==> config.mk <==
export PLATFORM = sky130hd
export DESIGN_NAME = pkey_perm_check
export DESIGN_NICKNAME = d
export VERILOG_FILES = /design/src/rtl/pkc_pkg.sv /design/src/rtl/pkc_base_rights.sv /design/src/rtl/pkc_key_rights.sv /design/src/rtl/pkc_fault_code.sv /design/src/rtl/pkey_perm_check.sv
export SDC_FILE = /design/constraint.sdc
export NUM_CORES = 1
export LEC_CHECK = 0
export BUFFER_PORTS_ARGS = -buffer_cell sky130_fd_sc_hd__buf_4
export CORE_MARGIN = 1
export CORE_UTILIZATION = 39
export CTS_BUF_LIST = sky130_fd_sc_hd__clkbuf_16
export CTS_CLUSTER_DIAMETER = 50
export DETAILED_ROUTE_END_ITERATION = 7
export GPL_TIMING_DRIVEN = 0
export PLACE_DENSITY = 0.87
export SLEW_MARGIN = 20
export SYNTH_ARGS = -nofsm -noshare
export SYNTH_HDL_FRONTEND = slang
export SYNTH_SLANG_ARGS = --single-unit
==> constraint.sdc <==
create_clock -name clk -period 2.87 [get_ports clk]
set_input_delay 0.574 -clock clk [delete_from_list [all_inputs] [get_ports clk]]
set_output_delay 0.574 -clock clk [all_outputs]
set_load 0.01 [all_outputs]
==> src/rtl/pkc_pkg.sv <==
// Shared encodings for the page access-rights checker.
// Assumes a 3-bit rights vector and a 6-bit fault code.
package pkc_pkg;
    localparam int ERR_W = 6;
    localparam int PERM_W = 3;

    // Rights vector bit positions
    localparam int PERM_RD = 0;
    localparam int PERM_WR = 1;
    localparam int PERM_EX = 2;

    // Fault code bit positions
    localparam int EC_PRESENT = 0;
    localparam int EC_WRITE   = 1;
    localparam int EC_USER    = 2;
    localparam int EC_RSVD    = 3;
    localparam int EC_FETCH   = 4;
    localparam int EC_KEY     = 5;

    typedef enum logic [1:0] {
        ACC_LOAD  = 2'd0,
        ACC_STORE = 2'd1,
        ACC_FETCH = 2'd2
    } acc_e;
endpackage

==> src/rtl/pkc_base_rights.sv <==
// Page rights before keys: read under SMAP, write under write-protect,
// execute under SMEP. Purely combinational.
module pkc_base_rights
    import pkc_pkg::*;
(
    input  logic              page_user,
    input  logic              page_writable,
    input  logic              page_noexec,
    input  logic              priv_user,
    input  logic              wp_en,
    input  logic              smep_en,
    input  logic              smap_act,
    output logic [PERM_W-1:0] base
);
    logic rd_ok;

    // Derive the three base rights from page bits and mode enables
    always_comb begin
        rd_ok         = !(smap_act && page_user);
        base          = '0;
        base[PERM_RD] = rd_ok;
        base[PERM_WR] = rd_ok && (page_writable || (!priv_user && !wp_en));
        base[PERM_EX] = !page_noexec && (priv_user || !smep_en || !page_user);
    end
endmodule

==> src/rtl/pkc_key_rights.sv <==
// Selects the key-rights register by page type and turns the key's
// access-disable / write-disable pair into a rights mask.
// Assumes two rights bits per key, laid out by key number.
module pkc_key_rights
    import pkc_pkg::*;
#(
    parameter int KEY_W = 4,
    localparam int RIGHTS_W = 2 * (1 << KEY_W)
) (
    input  logic                page_user,
    input  logic [KEY_W-1:0]    page_key,
    input  logic                priv_user,
    input  logic                wp_en,
    input  logic                ukey_en,
    input  logic                skey_en,
    input  logic [RIGHTS_W-1:0] ukey_rights,
    input  logic [RIGHTS_W-1:0] skey_rights,
    output logic [PERM_W-1:0]   kmask
);
    logic [RIGHTS_W-1:0] sel;
    logic                acc_dis;
    logic                wr_dis;

    // Pick the register that governs this page, or zero when disabled
    always_comb begin
        if (page_user) sel = ukey_en ? ukey_rights : '0;
        else           sel = skey_en ? skey_rights : '0;
    end

    // Extract the key's pair and build the mask
    always_comb begin
        acc_dis        = sel[{page_key, 1'b0}];
        wr_dis         = sel[{page_key, 1'b1}];
        kmask          = '0;
        kmask[PERM_RD] = !acc_dis;
        kmask[PERM_WR] = !acc_dis && !(wr_dis && (priv_user || wp_en));
        kmask[PERM_EX] = 1'b1;
    end
endmodule

==> src/rtl/pkc_fault_code.sv <==
// Resolves the fault class by fixed priority and builds the error code
// and final rights. Combinational.
module pkc_fault_code
    import pkc_pkg::*;
(
    input  logic              rsvd_hit,
    input  logic              page_user,
    input  logic              priv_user,
    input  logic [1:0]        acc_type,
    input  logic              nxe_en,
    input  logic              smep_en,
    input  logic [PERM_W-1:0] base,
    input  logic [PERM_W-1:0] kmask,
    output logic              fault,
    output logic [ERR_W-1:0]  err,
    output logic [PERM_W-1:0] perm
);
    logic [PERM_W-1:0] want;
    logic [PERM_W-1:0] merged;
    logic [ERR_W-1:0]  side;
    logic [ERR_W-1:0]  cls;

    // One-hot of the requested access kind (code 3 acts as load)
    always_comb begin
        want = '0;
        case (acc_type)
            ACC_STORE: want[PERM_WR] = 1'b1;
            ACC_FETCH: want[PERM_EX] = 1'b1;
            default:   want[PERM_RD] = 1'b1;
        endcase
    end

    // Flags added to every fault code
    always_comb begin
        side           = '0;
        side[EC_USER]  = priv_user;
        side[EC_WRITE] = (acc_type == ACC_STORE);
        side[EC_FETCH] = (acc_type == ACC_FETCH) && (nxe_en || smep_en);
    end

    // Priority: reserved, privilege mismatch, key denial, rights denial
    always_comb begin
        merged = base & kmask;
        cls    = '0;
        fault  = 1'b1;
        if (rsvd_hit) begin
            cls[EC_RSVD] = 1'b1;
        end else if (priv_user && !page_user) begin
            cls[EC_PRESENT] = 1'b1;
        end else if ((kmask & want) == '0) begin
            cls[EC_KEY]     = 1'b1;
            cls[EC_PRESENT] = 1'b1;
        end else if ((merged & want) == '0) begin
            cls[EC_PRESENT] = 1'b1;
        end else begin
            fault = 1'b0;
        end
        err  = fault ? (cls | side) : '0;
        perm = fault ? '0 : merged;
    end
endmodule

==> src/rtl/pkey_perm_check.sv <==
// Top of the access-rights checker. Samples a request on req_valid and
// presents the registered verdict one cycle later with a done pulse.
// Assumes the walk has already merged user/writable/no-execute across levels.
module pkey_perm_check
    import pkc_pkg::*;
#(
    parameter int KEY_W = 4,
    localparam int RIGHTS_W = 2 * (1 << KEY_W)
) (
    input  logic                clk,
    input  logic                rst_n,
    input  logic                req_valid,
    input  logic                rsvd_hit,
    input  logic                page_user,
    input  logic                page_writable,
    input  logic                page_noexec,
    input  logic [KEY_W-1:0]    page_key,
    input  logic                priv_user,
    input  logic [1:0]          acc_type,
    input  logic                wp_en,
    input  logic                smep_en,
    input  logic                smap_act,
    input  logic                nxe_en,
    input  logic                ukey_en,
    input  logic                skey_en,
    input  logic [RIGHTS_W-1:0] ukey_rights,
    input  logic [RIGHTS_W-1:0] skey_rights,
    output logic                done,
    output logic                fault,
    output logic [PERM_W-1:0]   perm,
    output logic [ERR_W-1:0]    err_code
);
    logic [PERM_W-1:0] base;
    logic [PERM_W-1:0] kmask;
    logic              fault_d;
    logic [ERR_W-1:0]  err_d;
    logic [PERM_W-1:0] perm_d;

    pkc_base_rights u_base (
        .page_user     (page_user),
        .page_writable (page_writable),
        .page_noexec   (page_noexec),
        .priv_user     (priv_user),
        .wp_en         (wp_en),
        .smep_en       (smep_en),
        .smap_act      (smap_act),
        .base          (base)
    );

    pkc_key_rights #(.KEY_W(KEY_W)) u_key (
        .page_user   (page_user),
        .page_key    (page_key),
        .priv_user   (priv_user),
        .wp_en       (wp_en),
        .ukey_en     (ukey_en),
        .skey_en     (skey_en),
        .ukey_rights (ukey_rights),
        .skey_rights (skey_rights),
        .kmask       (kmask)
    );

    pkc_fault_code u_code (
        .rsvd_hit  (rsvd_hit),
        .page_user (page_user),
        .priv_user (priv_user),
        .acc_type  (acc_type),
        .nxe_en    (nxe_en),
        .smep_en   (smep_en),
        .base      (base),
        .kmask     (kmask),
        .fault     (fault_d),
        .err       (err_d),
        .perm      (perm_d)
    );

    // Done pulse one cycle after each request
    always_ff @(posedge clk) begin
        if (!rst_n) done <= 1'b0;
        else        done <= req_valid;
    end

    // Capture the verdict on a request and hold it until the next one
    always_ff @(posedge clk) begin
        if (!rst_n) begin
            fault    <= 1'b0;
            perm     <= '0;
            err_code <= '0;
        end else if (req_valid) begin
            fault    <= fault_d;
            perm     <= perm_d;
            err_code <= err_d;
        end
    end
endmodule

==> out/summary.txt <==
Net count of the finished layout - 295
Worst skew pair latency - 240 ps
Data arrival time of the critical path - 2560 ps
Total Routed Length - 3770 um
Largest net degree at the start of global routing - 11
Worst Tran Pin Value - 459 ps
Most common library cell in the layout ignoring fill and taps - buf_4
Final Cell Area - 0.00199 mm2
Leading register cell type out of synthesis - dfxtp_1
Max Root-Sink Buffers - 2
Post-route clock skew - 0 ps
Die outline height - 56.9 um
Number of buffers inserted by hold repair at cts - 0
Number of antenna violations at the first check in global routing - 0
Most used cells in the layout excluding fill and tap cells - buf_4 (92), mux4_2 (13), dfxtp_1 (11)
Total die area - 0.00324 mm2
Post-cts repair resize count - 0
Overall power of the completed layout - 657 uW
Share of synthesized area occupied by flip-flops and latches - 0.187
Width of the chip - 56.9 um
Mean area per synthesized cell - 10.5 um2
Register clock-pin slew on the reported worst setup and hold paths - 40 ps
Launching element type of the critical path - input pin
Seq cells post-synth - 11
GPL Wtd Cong - 0.801
Crit path time final - 2460 ps
Ports - 95
Worst-path cell chain - buf_2, buf_2, mux4_2, mux2i_1, o32a_1, nand4_1, o21ai_1, a31oi_1
Share of the clock period used by the worst path - 0.856
Synthesis-to-finish area growth - 68.7%
TritonCTS clock tree - built
Filler cells - 222
CTS Buf Count - 3
Core area - 0.00281 mm2
Ratio of routed vias to standard cells - 5.72
Unique cell type count in the Yosys netlist - 43
Setup repair after global routing missed its margin - no
Count of endpoints failing hold in the final timing report - 0
Status - finished, violations left
Fraction of synthesis flops using an asynchronous set or reset pin - 0
Count of endpoints failing setup in the final report - 0
Cells after Synth - 112
CP Data Required Time - 2970 ps
Cell area after technology mapping - 0.00118 mm2
Hpwl dp - 3260 um
Cell taking the most area after synthesis - mux4_2
Type of element capturing the critical path - register
CTS Sinks - 11
Remaining DRCs - 9
DR pass1 iterations - 6
Root buffer cell - clkbuf_16
Sum of overflow across all layers after global routing - 0
Count of antenna diodes in the layout - 0
Starting DRC count in detailed routing - 45
Peak supply drop - 0.000180 V
Total Routing Usage GR - 0.235
Largest stage delay, worst path - 540 ps
Post-Place Cells - 235
Max Slew Vio Count - 0
Placed cell areas - 0.00191 mm2
Standby leakage power - 0.000946 uW
Critical path fanouts, max - 10
Ratio of cells with drive above 1 in the final layout - 0.587
Main area contributors after synthesis - mux4_2 (25%), dfxtp_1 (19%), mux4_1 (6.7%)
Vias in the first global route - 1471
Hold/Removal Path Class - register to register
Global-route wire length before repair - 5930 um
Area of the multi-input gates - 890 um2
Vias after detailed routing - 1366
Avg WL per Cell - 15.8 um
Slew margin rel. - 0.690
Final setup TNS - 0 ps
Cell with the largest stage delay on the worst path - mux4_2
Maximum level of the CTS H-tree - 1
Final ANT Viol Nets - 0
Flip-flop and latch area - 220 um2
Fmax - 0.407 GHz
Critical Path Most Common Cell - buf_2
Post-CTS setup-driven buffer insertion count - 0
Area share of the largest cell type after synthesis - 0.249
Number of rows in the core area - 19
Count of synthesis-stage warnings from yosys - 0
Initial Utilization - 0.420
Number of synthesized flops with an enable pin - 0
Net Count, Synth - 198
Cell Count, Final, Fillers Out - 239
Failing checks - DRC
Worst setup path class - input pin to register
Number of max-cap violations - 0
Count of port buffers added during placement - 92
Power density over the cells - 331 mW/mm2
[cell usage after synthesis, types with 3 or more instances]
cell	instances
mux4_2	13
dfxtp_1	11
nand2_1	7
inv_1	6
o21ai_0	6
mux2i_1	5
nor2_1	5
o21bai_1	4
buf_2	3
mux4_1	3
nand3b_1	3
nor2b_1	3
[area by class of cell]
class,count,share of cell area
multi-input cells,88,0.448
repair buffers,92,0.348
flip-flops and latches,11,0.111
clock buffers,3,0.0378
plain buffers,7,0.0227
well taps,31,0.0195
inverters,6,0.0113
clock inverters,1,0.00189
[through the flow]
stage	utilization	hold WS, ps	setup slack (ps)
2_1_floorplan	-	497	481
3_3_place_gp	0.680	453	249
3_5_place_dp	0.680	462	161
4_1_cts	0.708	471	408
5_1_grt	0.708	490	233
6_report	0.708	464	412
[worst paths after layout]
path | start | to | slack [ps] | cells past startpoint
worst min register to register | perm[0] | perm[0] | 460 | 1
worst max register to register | err_code[0] | err_code[0] | 2080 | 3
worst max-delay path | page_key[1] | fault | 410 | 8
worst min-delay path | perm[0] | perm[0] | 460 | 1
[layer usage]
| metal | GRT usage | wire length (um) |
|---|---|---|
| met1 | 0.241 | 1320 |
| met2 | 0.447 | 2030 |
| met3 | 0.0454 | 316 |
| met4 | 0.125 | 103 |
| met5 | 0 | 0 |
[report_power, final]
| part | switching (uW) | leakage, uW | internal, uW |
|---|---|---|---|
| Combinational | 87.6 | 0.000813 | 151 |
| Clock | 68.4 | 0.0000423 | 183 |
| Sequential | 4.63 | 0.0000902 | 163 |
[critical path, delay by kind of cell]
kind / cells / cell delay (ps)
AO/OA/AOI/OAI: 3 / 630
multiplexers: 2 / 690
buffers and inverters: 2 / 470
AND/OR/NAND/NOR: 1 / 190
[state kept, by name, summed over array words and instances, names as in the netlist]
name,flops
done,1
err_code,6
fault,1
perm,3
[kinds of logic (layout without fill, tap and decap cells)]
logic type / after synthesis / in the layout / synth area share
compound gates: 29 / 29 / 0.193
fa+ha+maj: 2 / 2 / 0.0213
buf+inv: 13 / 109 / 0.0574
flops: 11 / 11 / 0.187
mux: 23 / 23 / 0.377
simple gates: 34 / 34 / 0.164
No activity file was read; power rests on OpenSTA's default activity.
